<file path="src/rtl/twb_pkg.sv">
package twb_pkg;
  localparam int WORD_W = 32;

  localparam logic [7:0] OFS_CTRL   = 8'h00;
  localparam logic [7:0] OFS_CLK    = 8'h04;
  localparam logic [7:0] OFS_STAT   = 8'h0C;
  localparam logic [7:0] OFS_REGADR = 8'h10;
  localparam logic [7:0] OFS_DATA   = 8'h1C;
  localparam logic [7:0] OFS_MODE   = 8'h28;
  localparam logic [7:0] OFS_CMD    = 8'h2C;
  localparam logic [7:0] OFS_DEVADR = 8'h30;

  localparam logic [7:0] OP_SET_RTA = 8'hE8;
  localparam logic [7:0] OP_RD8     = 8'h8B;
  localparam logic [7:0] OP_RD16    = 8'h9C;
  localparam logic [7:0] OP_RD32    = 8'hA6;
  localparam logic [7:0] OP_WR8     = 8'h4E;
  localparam logic [7:0] OP_WR16    = 8'h59;
  localparam logic [7:0] OP_WR32    = 8'h63;

  localparam logic [7:0] ST_OK      = 8'h01;
  localparam logic [7:0] ST_ENG_ERR = 8'h02;
  localparam logic [7:0] ST_BAD_OP  = 8'h03;

  typedef enum logic [1:0] {W_NONE, W_8, W_16, W_32} xfer_width_e;

  typedef struct packed {
    logic        valid;
    logic        is_read;
    logic        is_write;
    logic        is_srta;
    xfer_width_e width;
  } op_info_t;

  function automatic op_info_t decode_op(input logic [7:0] op);
    op_info_t i;
    i = '{valid: 1'b0, is_read: 1'b0, is_write: 1'b0, is_srta: 1'b0, width: W_NONE};
    case (op)
      OP_SET_RTA: begin i.valid = 1'b1; i.is_srta  = 1'b1; end
      OP_RD8:     begin i.valid = 1'b1; i.is_read  = 1'b1; i.width = W_8;  end
      OP_RD16:    begin i.valid = 1'b1; i.is_read  = 1'b1; i.width = W_16; end
      OP_RD32:    begin i.valid = 1'b1; i.is_read  = 1'b1; i.width = W_32; end
      OP_WR8:     begin i.valid = 1'b1; i.is_write = 1'b1; i.width = W_8;  end
      OP_WR16:    begin i.valid = 1'b1; i.is_write = 1'b1; i.width = W_16; end
      OP_WR32:    begin i.valid = 1'b1; i.is_write = 1'b1; i.width = W_32; end
      default:    i.valid = 1'b0;
    endcase
    return i;
  endfunction

  function automatic logic [WORD_W-1:0] cut_width(input xfer_width_e w,
                                                  input logic [WORD_W-1:0] d);
    case (w)
      W_8:     return {24'h0, d[7:0]};
      W_16:    return {16'h0, d[15:0]};
      W_32:    return d;
      default: return '0;
    endcase
  endfunction
endpackage

</file>
<file path="src/rtl/twb_srst.sv">
module twb_srst #(
  parameter int RST_CYCLES = 4
) (
  input  logic clk,
  input  logic rst_n,
  input  logic kick,
  output logic busy
);
  localparam int CNT_W = $clog2(RST_CYCLES + 1);

  logic [CNT_W-1:0] cnt_q, cnt_d;
  logic             busy_q, busy_d;

  always_comb begin
    cnt_d  = cnt_q;
    busy_d = busy_q;
    if (kick) begin
      busy_d = 1'b1;
      cnt_d  = CNT_W'(RST_CYCLES - 1);
    end else if (busy_q) begin
      if (cnt_q == '0) busy_d = 1'b0;
      else             cnt_d  = cnt_q - 1'b1;
    end
  end

  always_ff @(posedge clk or negedge rst_n) begin
    if (!rst_n) begin
      cnt_q  <= '0;
      busy_q <= 1'b0;
    end else begin
      cnt_q  <= cnt_d;
      busy_q <= busy_d;
    end
  end

  assign busy = busy_q;


  srst_start_chk: assert property (@(posedge clk) disable iff (!rst_n)
    kick |=> busy_q);
endmodule

</file>
<file path="src/rtl/twb_xfer.sv">
module twb_xfer
  import twb_pkg::*;
(
  input  logic       clk,
  input  logic       rst_n,
  input  logic       start,
  input  logic       abort,
  input  logic [7:0] op,
  input  logic       eng_done,
  input  logic       eng_err,
  output logic       busy,
  output logic       eng_req,
  output logic [7:0] stat,
  output logic       capture,
  output xfer_width_e cap_width
);
  op_info_t    info;
  logic        busy_q, busy_d, req_q, req_d, rd_q, rd_d;
  logic [7:0]  stat_q, stat_d;
  xfer_width_e wid_q, wid_d;
  logic        accept, finish;

  assign info   = decode_op(op);
  assign accept = start && !busy_q && !abort;
  assign finish = busy_q && eng_done && !abort;

  always_comb begin
    busy_d = busy_q;
    req_d  = 1'b0;
    stat_d = stat_q;
    rd_d   = rd_q;
    wid_d  = wid_q;
    if (abort) begin
      busy_d = 1'b0;
      stat_d = '0;
      rd_d   = 1'b0;
      wid_d  = W_NONE;
    end else if (accept) begin
      if (info.valid) begin
        busy_d = 1'b1;
        req_d  = 1'b1;
        stat_d = '0;
        rd_d   = info.is_read;
        wid_d  = info.width;
      end else begin
        stat_d = ST_BAD_OP;
      end
    end else if (finish) begin
      busy_d = 1'b0;
      stat_d = eng_err ? ST_ENG_ERR : ST_OK;
    end
  end

  always_ff @(posedge clk or negedge rst_n) begin
    if (!rst_n) begin
      busy_q <= 1'b0;
      req_q  <= 1'b0;
      stat_q <= '0;
      rd_q   <= 1'b0;
      wid_q  <= W_NONE;
    end else begin
      busy_q <= busy_d;
      req_q  <= req_d;
      stat_q <= stat_d;
      rd_q   <= rd_d;
      wid_q  <= wid_d;
    end
  end

  assign busy      = busy_q;
  assign eng_req   = req_q;
  assign stat      = stat_q;
  assign capture   = finish && rd_q && !eng_err;
  assign cap_width = wid_q;


  req_pulse_chk: assert property (@(posedge clk) disable iff (!rst_n)
    req_q |=> !req_q);

  req_busy_chk: assert property (@(posedge clk) disable iff (!rst_n)
    req_q |-> busy_q);

  busy_start_chk: assert property (@(posedge clk) disable iff (!rst_n)
    (start && busy_q) |=> !req_q);

  done_ok_chk: assert property (@(posedge clk) disable iff (!rst_n)
    (finish && !eng_err) |=> (stat_q == ST_OK && !busy_q));

  bad_op_chk: assert property (@(posedge clk) disable iff (!rst_n)
    (accept && !info.valid) |=> (stat_q == ST_BAD_OP && !req_q));
endmodule

</file>
<file path="src/rtl/twb_mode.sv">
module twb_mode (
  input  logic        clk,
  input  logic        rst_n,
  input  logic        wr,
  input  logic [31:0] wdata,
  input  logic        clear,
  input  logic        done,
  output logic        busy,
  output logic        req,
  output logic [23:0] mode_val
);
  logic        busy_q, busy_d, req_q, req_d;
  logic [23:0] val_q, val_d;
  logic        take;

  assign take = wr && !busy_q;

  always_comb begin
    busy_d = busy_q;
    req_d  = 1'b0;
    val_d  = val_q;
    if (clear) begin
      busy_d = 1'b0;
      val_d  = '0;
    end else if (take) begin
      val_d = wdata[23:0];
      if (wdata[31]) begin
        busy_d = 1'b1;
        req_d  = 1'b1;
      end
    end else if (busy_q && done) begin
      busy_d = 1'b0;
    end
  end

  always_ff @(posedge clk or negedge rst_n) begin
    if (!rst_n) begin
      busy_q <= 1'b0;
      req_q  <= 1'b0;
      val_q  <= '0;
    end else begin
      busy_q <= busy_d;
      req_q  <= req_d;
      val_q  <= val_d;
    end
  end

  assign busy     = busy_q;
  assign req      = req_q;
  assign mode_val = val_q;


  mode_req_pulse_chk: assert property (@(posedge clk) disable iff (!rst_n)
    req_q |=> !req_q);

  mode_hold_chk: assert property (@(posedge clk) disable iff (!rst_n)
    (busy_q && !clear) |=> $stable(val_q));
endmodule

</file>
<file path="src/rtl/twb_regs.sv">
module twb_regs
  import twb_pkg::*;
(
  input  logic        clk,
  input  logic        rst_n,
  input  logic        wr,
  input  logic [7:0]  addr,
  input  logic [31:0] wdata,
  input  logic        clear,
  input  logic        capture,
  input  xfer_width_e cap_width,
  input  logic [31:0] cap_data,
  output logic [10:0] clk_q,
  output logic [7:0]  regadr_q,
  output logic [31:0] data_q,
  output logic [7:0]  cmd_q,
  output logic [23:0] devadr_q
);
  logic [10:0] clk_d;
  logic [7:0]  regadr_d, cmd_d;
  logic [31:0] data_d;
  logic [23:0] devadr_d;

  always_comb begin
    clk_d    = clk_q;
    regadr_d = regadr_q;
    data_d   = data_q;
    cmd_d    = cmd_q;
    devadr_d = devadr_q;
    if (clear) begin
      clk_d    = '0;
      regadr_d = '0;
      data_d   = '0;
      cmd_d    = '0;
      devadr_d = '0;
    end else begin
      if (wr && addr == OFS_CLK)    clk_d    = wdata[10:0];
      if (wr && addr == OFS_REGADR) regadr_d = wdata[7:0];
      if (wr && addr == OFS_CMD)    cmd_d    = wdata[7:0];
      if (wr && addr == OFS_DEVADR) devadr_d = wdata[23:0];
      if (capture)                  data_d   = cut_width(cap_width, cap_data);
      else if (wr && addr == OFS_DATA) data_d = wdata;
    end
  end

  always_ff @(posedge clk or negedge rst_n) begin
    if (!rst_n) begin
      clk_q    <= '0;
      regadr_q <= '0;
      data_q   <= '0;
      cmd_q    <= '0;
      devadr_q <= '0;
    end else begin
      clk_q    <= clk_d;
      regadr_q <= regadr_d;
      data_q   <= data_d;
      cmd_q    <= cmd_d;
      devadr_q <= devadr_d;
    end
  end


  regs_clear_chk: assert property (@(posedge clk) disable iff (!rst_n)
    clear |=> (cmd_q == '0 && devadr_q == '0 && data_q == '0));
endmodule

</file>
<file path="src/rtl/twb_ctrl_front.sv">
module twb_ctrl_front
  import twb_pkg::*;
#(
  parameter int RST_CYCLES = 4
) (
  input  logic        clk,
  input  logic        rst_n,
  input  logic        bus_wr,
  input  logic [7:0]  bus_addr,
  input  logic [31:0] bus_wdata,
  output logic [31:0] bus_rdata,
  output logic [7:0]  clk_div,
  output logic [2:0]  dout_dly,
  output logic        eng_req,
  output logic [7:0]  eng_op,
  output logic [15:0] eng_hw_addr,
  output logic [7:0]  eng_rt_addr,
  output logic [7:0]  eng_reg_addr,
  output logic [31:0] eng_wdata,
  input  logic        eng_done,
  input  logic [31:0] eng_rdata,
  input  logic        eng_err,
  output logic        eng_mode_req,
  output logic [23:0] eng_mode_val,
  input  logic        eng_mode_done
);
  logic [1:0]  rsync_q;
  logic        rst_s_n;
  logic        srst_busy, wr_ok, srst_kick, start;
  logic        xfer_busy, capture, mode_busy;
  xfer_width_e cap_width;
  logic [7:0]  stat, regadr_q, cmd_q;
  logic [10:0] clk_q;
  logic [31:0] data_q;
  logic [23:0] devadr_q;
  op_info_t    cur;

  always_ff @(posedge clk or negedge rst_n) begin
    if (!rst_n) rsync_q <= 2'b00;
    else        rsync_q <= {rsync_q[0], 1'b1};
  end
  assign rst_s_n = rsync_q[1];

  assign wr_ok     = bus_wr && !srst_busy;
  assign srst_kick = wr_ok && bus_addr == OFS_CTRL && bus_wdata[0];
  assign start     = wr_ok && bus_addr == OFS_CTRL && bus_wdata[7] && !bus_wdata[0];

  twb_srst #(.RST_CYCLES(RST_CYCLES)) u_srst (
    .clk(clk), .rst_n(rst_s_n), .kick(srst_kick), .busy(srst_busy));

  twb_xfer u_xfer (
    .clk(clk), .rst_n(rst_s_n), .start(start), .abort(srst_kick), .op(cmd_q),
    .eng_done(eng_done), .eng_err(eng_err), .busy(xfer_busy), .eng_req(eng_req),
    .stat(stat), .capture(capture), .cap_width(cap_width));

  twb_mode u_mode (
    .clk(clk), .rst_n(rst_s_n), .wr(wr_ok && bus_addr == OFS_MODE),
    .wdata(bus_wdata), .clear(srst_kick), .done(eng_mode_done),
    .busy(mode_busy), .req(eng_mode_req), .mode_val(eng_mode_val));

  twb_regs u_regs (
    .clk(clk), .rst_n(rst_s_n), .wr(wr_ok), .addr(bus_addr), .wdata(bus_wdata),
    .clear(srst_kick), .capture(capture), .cap_width(cap_width),
    .cap_data(eng_rdata), .clk_q(clk_q), .regadr_q(regadr_q), .data_q(data_q),
    .cmd_q(cmd_q), .devadr_q(devadr_q));

  assign cur          = decode_op(cmd_q);
  assign clk_div      = clk_q[7:0];
  assign dout_dly     = clk_q[10:8];
  assign eng_op       = cmd_q;
  assign eng_rt_addr  = devadr_q[23:16];
  assign eng_hw_addr  = cur.is_srta ? devadr_q[15:0] : 16'h0;
  assign eng_reg_addr = regadr_q;
  assign eng_wdata    = cur.is_write ? cut_width(cur.width, data_q) : '0;

  always_comb begin
    case (bus_addr)
      OFS_CTRL:   bus_rdata = {24'h0, xfer_busy, 6'h0, srst_busy};
      OFS_CLK:    bus_rdata = {21'h0, clk_q};
      OFS_STAT:   bus_rdata = {24'h0, stat};
      OFS_REGADR: bus_rdata = {24'h0, regadr_q};
      OFS_DATA:   bus_rdata = data_q;
      OFS_MODE:   bus_rdata = {mode_busy, 7'h0, eng_mode_val};
      OFS_CMD:    bus_rdata = {24'h0, cmd_q};
      OFS_DEVADR: bus_rdata = {8'h0, devadr_q};
      default:    bus_rdata = '0;
    endcase
  end


  srst_no_req_chk: assert property (@(posedge clk) disable iff (!rst_s_n)
    srst_busy |=> !eng_req);
endmodule

</file>
<file path="config.mk">
export PLATFORM = sky130hd
export DESIGN_NAME = twb_ctrl_front
export DESIGN_NICKNAME = d
export VERILOG_FILES = /design/src/rtl/twb_pkg.sv /design/src/rtl/twb_srst.sv /design/src/rtl/twb_xfer.sv /design/src/rtl/twb_mode.sv /design/src/rtl/twb_regs.sv /design/src/rtl/twb_ctrl_front.sv
export SDC_FILE = /design/constraint.sdc
export NUM_CORES = 1
export LEC_CHECK = 0
export CORE_MARGIN = 1.5
export CORE_UTILIZATION = 40
export CTS_BUF_LIST = sky130_fd_sc_hd__clkbuf_16
export DETAILED_ROUTE_END_ITERATION = 10
export GPL_ROUTABILITY_DRIVEN = 0
export GPL_TIMING_DRIVEN = 0
export HOLD_SLACK_MARGIN = 0.06
export PLACE_DENSITY = 0.74
export SLEW_MARGIN = 20
export SYNTH_ARGS = -nofsm -noshare
export SYNTH_HDL_FRONTEND = slang
export SYNTH_SLANG_ARGS = --single-unit
</file>
<file path="constraint.sdc">
create_clock -name clk -period 3.9 [get_ports clk]
set_input_delay 0.78 -clock clk [delete_from_list [all_inputs] [get_ports clk]]
set_output_delay 0.78 -clock clk [all_outputs]
set_load 0.02 [all_outputs]
</file>
Word level (Yosys, flattened, before mapping)
Index checks and enable logic that the tools add are counted.
- add/sub/neg operators: 1
- eq/ne operators: 23
- multiplexer cells: 54
- reduce and logical (&&, ||, !) cells: 48
- operator list (kind ; number):
    $pmux 32 s8 ; 1
    $pmux 32 s3 ; 2
    $mux 32 ; 4
    $mux 24 ; 4
    $mux 8 ; 7
    $eq 8x8->1 const B ; 4
    $eq 8x6->1 const B ; 3
    $eq 8x7->1 const B ; 3
    $mux 1 ; 24
    $mux 11 ; 2
    $logic_and 1x1->1 ; 19
    $eq 8x5->1 const B ; 2
    $mux 16 ; 1
    $reduce_bool 2->1 ; 8
    $mux 2 ; 5
    $mux 3 ; 3
    $reduce_bool 3->1 ; 3
    $eq 2x2->1 const B ; 4
    $eq 8x3->1 const B ; 1
    $eq 8x4->1 const B ; 1
    $logic_not 8->1 ; 1
    $reduce_and 2->1 ; 4
    $reduce_or 7->1 ; 1
    $logic_not 1->1 ; 6
    other kinds (9) ; 13
- bits in registers: 128
- input port bits: 78
- output and inout port bits: 141
- logic and storage cells: 142

Depth between registers and ports, before layout
Gate-level depths: netlist of run 1.
- depth in word-level cells: 10
- depth in mapped cells: 9
- mapped depth without buffers: 6

Hierarchy
From an unflattened synthesis of run 1, not the netlist that was laid out.
- cell total of the unflattened synthesis: 780
- area total of the unflattened synthesis: 7516.0 sq um
- modules (own cells, without submodules) (module ; instances ; cells each ; area an instance (sq um) ; seq. area each (sq um)):
    twb_regs ; 1 ; 343 ; 3663.5 ; 2077.0
    twb_ctrl_front ; 1 ; 228 ; 1571.5 ; 50.0
    twb_mode ; 1 ; 114 ; 1385.1 ; 650.6
    twb_xfer ; 1 ; 74 ; 678.2 ; 175.2
    twb_srst ; 1 ; 21 ; 217.7 ; 100.1

Least setup slack after synthesis of run 1
OpenSTA, ideal clock, no wires.
- kind: input to output
- start: input port bus_addr[3]
- end: output port bus_rdata[13]
- data arrival time: 2.205 ns
- data required time: 3.120 ns
- setup slack: 0.915 ns
- cell stages on the path: 8
- buffers on the path: 4
- cell sequence: buf_2 -> and4bb_2 -> clkbuf_1 -> and3_1 -> clkbuf_1 -> buf_2 -> a222oi_1 -> inv_1
- cells in the longest elaborated chain, start to end: 2
- elaborated cells on any way between the ends: 9
- those cells by class: eq/ne: 7; mux: 1; reduce/logical: 1
- ends and longest elaborated chain (what ; line ; source):
    from (decl) ; twb_ctrl_front.sv:9 ; input logic [7:0] bus_addr,
    $eq 8x6->1 (tied with other cells) ; twb_ctrl_front.sv:77 ; case (bus_addr)
    $pmux 32 s8 * ; twb_ctrl_front.sv:77 ;
    to (decl) ; twb_ctrl_front.sv:11 ; output logic [31:0] bus_rdata,
Mark *: on every way between the ends. The rest lies on a longest branch, timed or not.

Worst setup path after layout of run 1
- start: register u_regs.cmd_q[4]
- end: output port eng_hw_addr[7]
- cells in the longest elaborated chain, start to end: 3
- ends and longest elaborated chain (what ; line ; source):
    from (decl) ; twb_regs.sv:16 ; output logic [7:0] cmd_q,
    from (signal assigned) ; twb_regs.sv:57 ; cmd_q <= cmd_d;
    $eq 8x8->1 ; twb_pkg.sv:38 ; case (op)
    $mux 1 ; twb_pkg.sv:38 ;
    $mux 16 ; twb_ctrl_front.sv:72 ; assign eng_hw_addr = cur.is_srta ? devadr_q[15:0] : 16'h0;
    to (decl) ; twb_ctrl_front.sv:16 ; output logic [15:0] eng_hw_addr,
No other way between the ends.

==> impl_metrics.toml, run 1 <==
[run_status]
outcome = "finished, final reports clean"

[placement]
hpwl_mm = 19.10
io_buffers = 217
placed_cells = 1237
dpl-instance-area_um2 = 9354
place_ws_ns = -0.9778

[floorplan]
dieArea_um2 = 17910
io_pins = 219
row_count = 47
initial_core_util = 0.4115
die_width_um = 133.8
fp.dieH_um = 133.8
core-area_um2 = 16640

[grt]
grtUsageMet2 = 0.4625
top_usage_layer = "met2"
gr-total-overflow = 0
antenna_found_initial = 0
grt_pass1_wl_mm = 40.57
met3_usage = 0.07596
grt_pass1_vias = 7139
grt_max_degree = 56
use_met1 = 0.3898
track_usage = 0.2991

[routing]
wirelength_mm = 26.73
first_pass_iters = 9
drt_iter0_markers = 863
routedWlPerCell_um = 20.98
ant_nets = 0
drc = 0
vias = 7370
via_per_inst = 5.785

[synth]
synth_fp_nets = 878
synth_top_area_frac = 0.4458
yosys-top-cells-area = "dfrtp_1 (45%), nand2_1 (8.2%), mux2i_1 (6.0%)"
yosys_warnings = 0
ys_top_cells_by_count = "nand2_1 (150), dfrtp_1 (122), a21oi_1 (80)"
synth.most_common_cell = "nand2_1"
syn_inst = 798
ys_ff_latch = 122
synth_top_area_cell = "dfrtp_1"
synth_edf_count = 0
syn_area_per_cell_um2 = 8.581
synth_area_um2 = 6848
synth-async-reset-ratio = 1.000
ys_seq_area_frac = 0.4458
ys.flop_type = "dfrtp_1"
synth_cell_types = 63

[job]
drv_cap = 0

[final_layout]
final-seq-area_um2 = 3057
syn2layout_area_growth_pct = 48.89
drive_gt1_frac = 0.1015
nFillCells = 1408
n_antenna_cell = 0
postLayoutCellArea_um2 = 10200
finalNonFillerCells = 1274
multi_input_area_um2 = 3452
nets = 1121

[clock_tree]
tritoncts = "done"
cts_buffers = 17
clock_path_buffers = 2
insertion_delay_ns = 0.43
cts.sinks = 122
clk_pin_slew_ns = 0.06
cts_htree_levels = 4
ctsHoldBuffers = 0
cts-root-buf = "clkbuf_16"

[timing]
tightest_slew_ns = 0.7680
min_period_ns = 3.849
setup_ws_ns = 0.05109
fin_setup_tns_ns = 0
finalHoldViolations = 0
drv_slew = 0
slew_headroom = 0.4865
finalSetupViolations = 0
timing.final.crit_share = 0.9869
fin_skew_ns = 0.009988
clock.fmax_ghz = 0.2598

[setup_path]
rrSetupSlack_ns = 1.56
slowest_stage = "clkdlybuf4s50_1"
crit_buf_inv = 2
critPathCaptureType = "output pin"
critical_path_arrival_ns = 3.07
crit_start = "u_regs.cmd_q[4]"
critical_path_class = "register to output pin"
path_delay_family = "simple AND/OR/NAND/NOR gates"
crit_path_max_incr_delay_ns = 0.61
crit_path_start_kind = "register"
worst-path-max-fanout = 10
crit_chain = "nand2b_1 > or4_4 > nor2_4 > buf_2 > and2_1 > clkdlybuf4s50_1"
worstPathRequired_ns = 3.12
rr_startpoint = "u_xfer.busy"

[power]
p_int_uw = 2749
switchingPower_uw = 840.0
powerDensity_nw_per_um2 = 352.0
swShare = 0.2340
clkPwrFrac = 0.523
power_frac_seq = 0.382
p_comb_frac = 0.094
ir_worst_vdd_mv = 0.3050
p_leak_uw = 0.004896

[worst_hold_path]
hold_path_class = "register to asynchronous set/reset pin"
## metrics by stage
stage	total power, uW	hold slack, ns	util
5_1_grt	3680	0.2785	0.6127
4_1_cts	3587	0.2600	0.6084
2_1_floorplan	1515	0.3312	-
6_report	3589	0.2475	0.6127
3_3_place_gp	1707	0.3362	0.5585
3_5_place_dp	1720	0.2552	0.5621
## worst paths after layout
path	to	cells after the start
min	u_regs.regadr_q[5]	0
max	eng_hw_addr[7]	6
min reg2reg	u_regs.regadr_q[5]	0
min in group clk	rsync_q[1]	0
max reg2reg	u_regs.data_q[19]	7
max in group asynchronous	u_regs.data_q[0]	2
## metal layers
| layer | part of all wire | wire length, um | vias to the layer above |
|---|---|---|---|
| li1 | - | - | 3251 |
| met1 | 0.39 | 10550 | 3555 |
| met2 | 0.47 | 12630 | 499 |
| met3 | 0.10 | 2704 | 65 |
| met4 | 0.032 | 854 | 0 |
| met5 | 0 | 0 | - |
## repair_timing
item,4_1_cts,5_1_grt
resized for setup,32,18
setup endpoints to repair,58,45
cloned,0,0
buffers inserted,5,3
pin swaps,2,5
## cell type report
| cell class | count | share of cell area |
|---|---|---|
| well taps | 220 | 0.02700 |
| clock buffers | 17 | 0.04172 |
| multi-input cells | 585 | 0.3386 |
| repair buffers | 227 | 0.2252 |
| plain buffers | 68 | 0.03399 |
| flip-flops and latches | 122 | 0.2998 |
| clock inverters | 15 | 0.02638 |
| inverters | 20 | 0.007363 |
## state kept, by name, indices dropped and copies added (netlist names)
name / flops
u_mode.mode_val: 24
u_srst.busy: 1
u_xfer.busy: 1
u_xfer.stat: 2
u_mode.req: 1
u_regs.data_q: 32
u_regs.cmd_q: 8
u_regs.devadr_q: 24
u_mode.busy: 1
u_regs.clk_q: 11
rsync_q: 2
u_xfer.rd_q: 1
u_xfer.eng_req: 1
u_srst.cnt_q: 3
u_xfer.cap_width: 2
u_regs.regadr_q: 8
## cells by family (layout without fill, tap and decap cells)
| kind of cell | count (synthesis) | in the layout | share of synthesized area |
|---|---|---|---|
| AOI/OAI and AO/OA | 167 | 167 | 0.1566 |
| xor gates and xnor gates | 1 | 1 | 0.001279 |
| adders and majority gates | 2 | 2 | 0.003654 |
| buffers and inverters | 91 | 347 | 0.05975 |
| DFF | 122 | 122 | 0.4458 |
| muxes | 44 | 44 | 0.06486 |
| other | 1 | 1 | 0.0005476 |
| and+or+nand+nor | 370 | 370 | 0.2675 |
## power groups by stage
stage	Combinational (uW)	Sequential, uW	Clock, uW
floorplan	103	1410	0
global placement	298	1410	0
detailed placement	329	1390	0
CTS	334	1370	1880
global route	364	1380	1940
finish	338	1370	1880
## cell usage in the layout, fill, tap and decap left out, types with 8 or more instances in the layout
cell type / n
buf_2: 18
nor2_1: 69
and2_1: 58
nand3_1: 24
inv_1: 20
o21ai_0: 29
mux2i_1: 41
a222oi_1: 16
clkbuf_16: 17
buf_4: 23
dlymetal6s2s_1: 8
o211ai_1: 9
nand2_1: 150
nand4_1: 17
clkdlybuf4s50_1: 200
a21oi_1: 80
clkbuf_1: 28
dfrtp_1: 121
dlygate4sd2_1: 9
Power figures use the tool's default switching activity.
==> run 2: changes to the inputs <==
- CORE_MARGIN: 1.5 -> not set
- CTS_CLUSTER_SIZE: not set -> 40
==> run 2 against run 1 <==
Compared with the run above:
- clock skew barely moved
- routed wire length fell by 2.3%
- worst hold slack improved by 0.013 ns
- design area down 1.4%
- combinational power hardly changed
- power is 10% lower
- final cell count shrank 0.31%
- critical path depth up 2
- die area fell by 1.5%
- global-route usage is 0.15 points lower
- critical path type is now input port to output pin
- critical endpoint is now bus_rdata[1]
- largest power group unchanged
==> impl_metrics.toml, run 2 (synthesis results as in run 1) <==
[power]
p_leak_uw = 0.004898
powerDensity_nw_per_um2 = 320.1
ir_worst_vdd_mv = 0.2859
clkPwrFrac = 0.469
total_power_uw = 3217
power_frac_seq = 0.427
p_comb_frac = 0.104
switchingPower_uw = 807.3
p_int_uw = 2410
swShare = 0.2510

[setup_path]
critPathCaptureType = "output pin"
path_delay_family = "buffers and inverters"
slowest_stage = "clkdlybuf4s50_1"
crit_start = "bus_addr[5]"
worstPathRequired_ns = 3.12
rrSetupSlack_ns = 1.53
critical_path_class = "input port to output pin"
rr_startpoint = "u_xfer.busy"
crit_path_max_incr_delay_ns = 0.55
critical_path_arrival_ns = 3.05
crit_path_start_kind = "input port"
worst-path-max-fanout = 10
crit_chain = "clkdlybuf4s50_1 > buf_4 > nor3_4 > and3_2 > and2_2 > a221oi_1 > o21ai_0 > dlygate4sd2_1"
crit_buf_inv = 3

[final_layout]
finalNonFillerCells = 1270
final_common_cell = "clkdlybuf4s50_1"
top_register = "u_regs.data_q"
final_cell_mix = "clkdlybuf4s50_1 (197), nand2_1 (150), dfrtp_1 (119), a21oi_1 (80), nor2_1 (69)"
syn2layout_area_growth_pct = 46.76
drive_gt1_frac = 0.09714
nets = 1117
nFillCells = 1430
n_antenna_cell = 0
largest_reg_flops = 32

[clock_tree]
clock_path_buffers = 2
cts.sinks = 122
cts_buffers = 17
cts_htree_levels = 4
clk_pin_slew_ns = 0.05
tritoncts = "done"
cts-root-buf = "clkbuf_16"
ctsHoldBuffers = 0
insertion_delay_ns = 0.43

[routing]
ant_nets = 0
via_per_inst = 5.728
routedWlPerCell_um = 20.57
wirelength_mm = 26.12
drc = 0
drt_iter0_markers = 759
vias = 7275
first_pass_iters = 5

[timing]
fin_setup_tns_ns = 0
finalHoldViolations = 0
clock.fmax_ghz = 0.2612
slew_headroom = 0.5226
drv_slew = 0
finalSetupViolations = 0
tightest_slew_ns = 0.7142
fin_skew_ns = 0.01019
timing.final.crit_share = 0.9817
min_period_ns = 3.829

[run_status]
outcome = "finished, final reports clean"

[worst_hold_path]
hold_path_class = "register to asynchronous set/reset pin"

[floorplan]
initial_core_util = 0.4115
core-area_um2 = 16640
die_width_um = 132.8
io_pins = 219
row_count = 47
dieArea_um2 = 17650
fp.dieH_um = 132.8

[placement]
placed_cells = 1237
io_buffers = 217
hpwl_mm = 18.64

[grt]
track_usage = 0.2976
grt_max_degree = 55
grt_pass1_vias = 6967
grt_pass1_wl_mm = 39.96
gr-total-overflow = 0
antenna_found_initial = 0

[job]
drv_cap = 0
==> run 2: cell count changes in the layout (fill, tap and decap cells not counted), moves of 2 or more <==
cell / change
bufinv_16: -5
clkinv_2: +5
dlymetal6s2s_1: +5
clkdlybuf4s50_1: -3
buf_4: -2
clkinv_1: +2
dfrtp_1: -2
dfrtp_2: +2
dlygate4sd2_1: -2
inv_6: -2
==> run 2: stage by stage <==
step / util / worst slack (ns) / hold slack [ns] / instance area, um2
6_report: 0.6039 / 0.07120 / 0.2601 / 10050
4_1_cts: 0.5997 / 0.01301 / 0.2707 / 9981
3_5_place_dp: 0.5621 / -1.002 / 0.2695 / 9354
2_1_floorplan: - / 0.2495 / 0.3312 / 6848
5_1_grt: 0.6039 / -0.01966 / 0.2879 / 10050
3_3_place_gp: 0.5585 / -1.257 / 0.3350 / 9295
==> run 2: final timing paths <==
kind / endpoint / cells past startpoint
setup / recovery: bus_rdata[1] / 8
hold / removal: u_regs.regadr_q[6] / 0
setup reg to reg: u_regs.data_q[19] / 7
hold reg to reg: u_regs.regadr_q[6] / 0
max in group asynchronous: u_regs.data_q[29] / 1
min in group clk: rsync_q[1] / 0
==> run 2: layout make-up <==
class / count / area (um2) / share of cell area
flip-flops and latches: 122 / 3059 / 0.3044
inverters: 20 / 75.07 / 0.007470
plain buffers: 67 / 337.8 / 0.03362
well taps: 220 / 275.3 / 0.02739
repair buffers: 224 / 2288 / 0.2277
multi-input cells: 585 / 3455 / 0.3438
clock buffers: 17 / 425.4 / 0.04233
clock inverters: 15 / 133.9 / 0.01332
==> run 2: power groups by stage <==
stage	Sequential (uW)	Clock, uW	Combinational [uW]
after floorplan	1410	0	103
after global placement	1410	0	297
after detailed placement	1390	0	328
after CTS	1370	1510	332
after global routing	1380	1570	361
final	1370	1510	336
==> run 2: repair_timing <==
action / 4_1_cts / 5_1_grt
resized for setup: 31 / 21
setup buffers: 3 / 2
pin swaps: 2 / 1
setup endpoints to repair: 59 / 26
==> run 2: per-layer routing <==
layer | GRT usage | wire [um]
met1 | 0.3982 | 10630
met2 | 0.4613 | 12080
met3 | 0.06015 | 2379
met4 | 0.1405 | 1032
met5 | 0 | 0
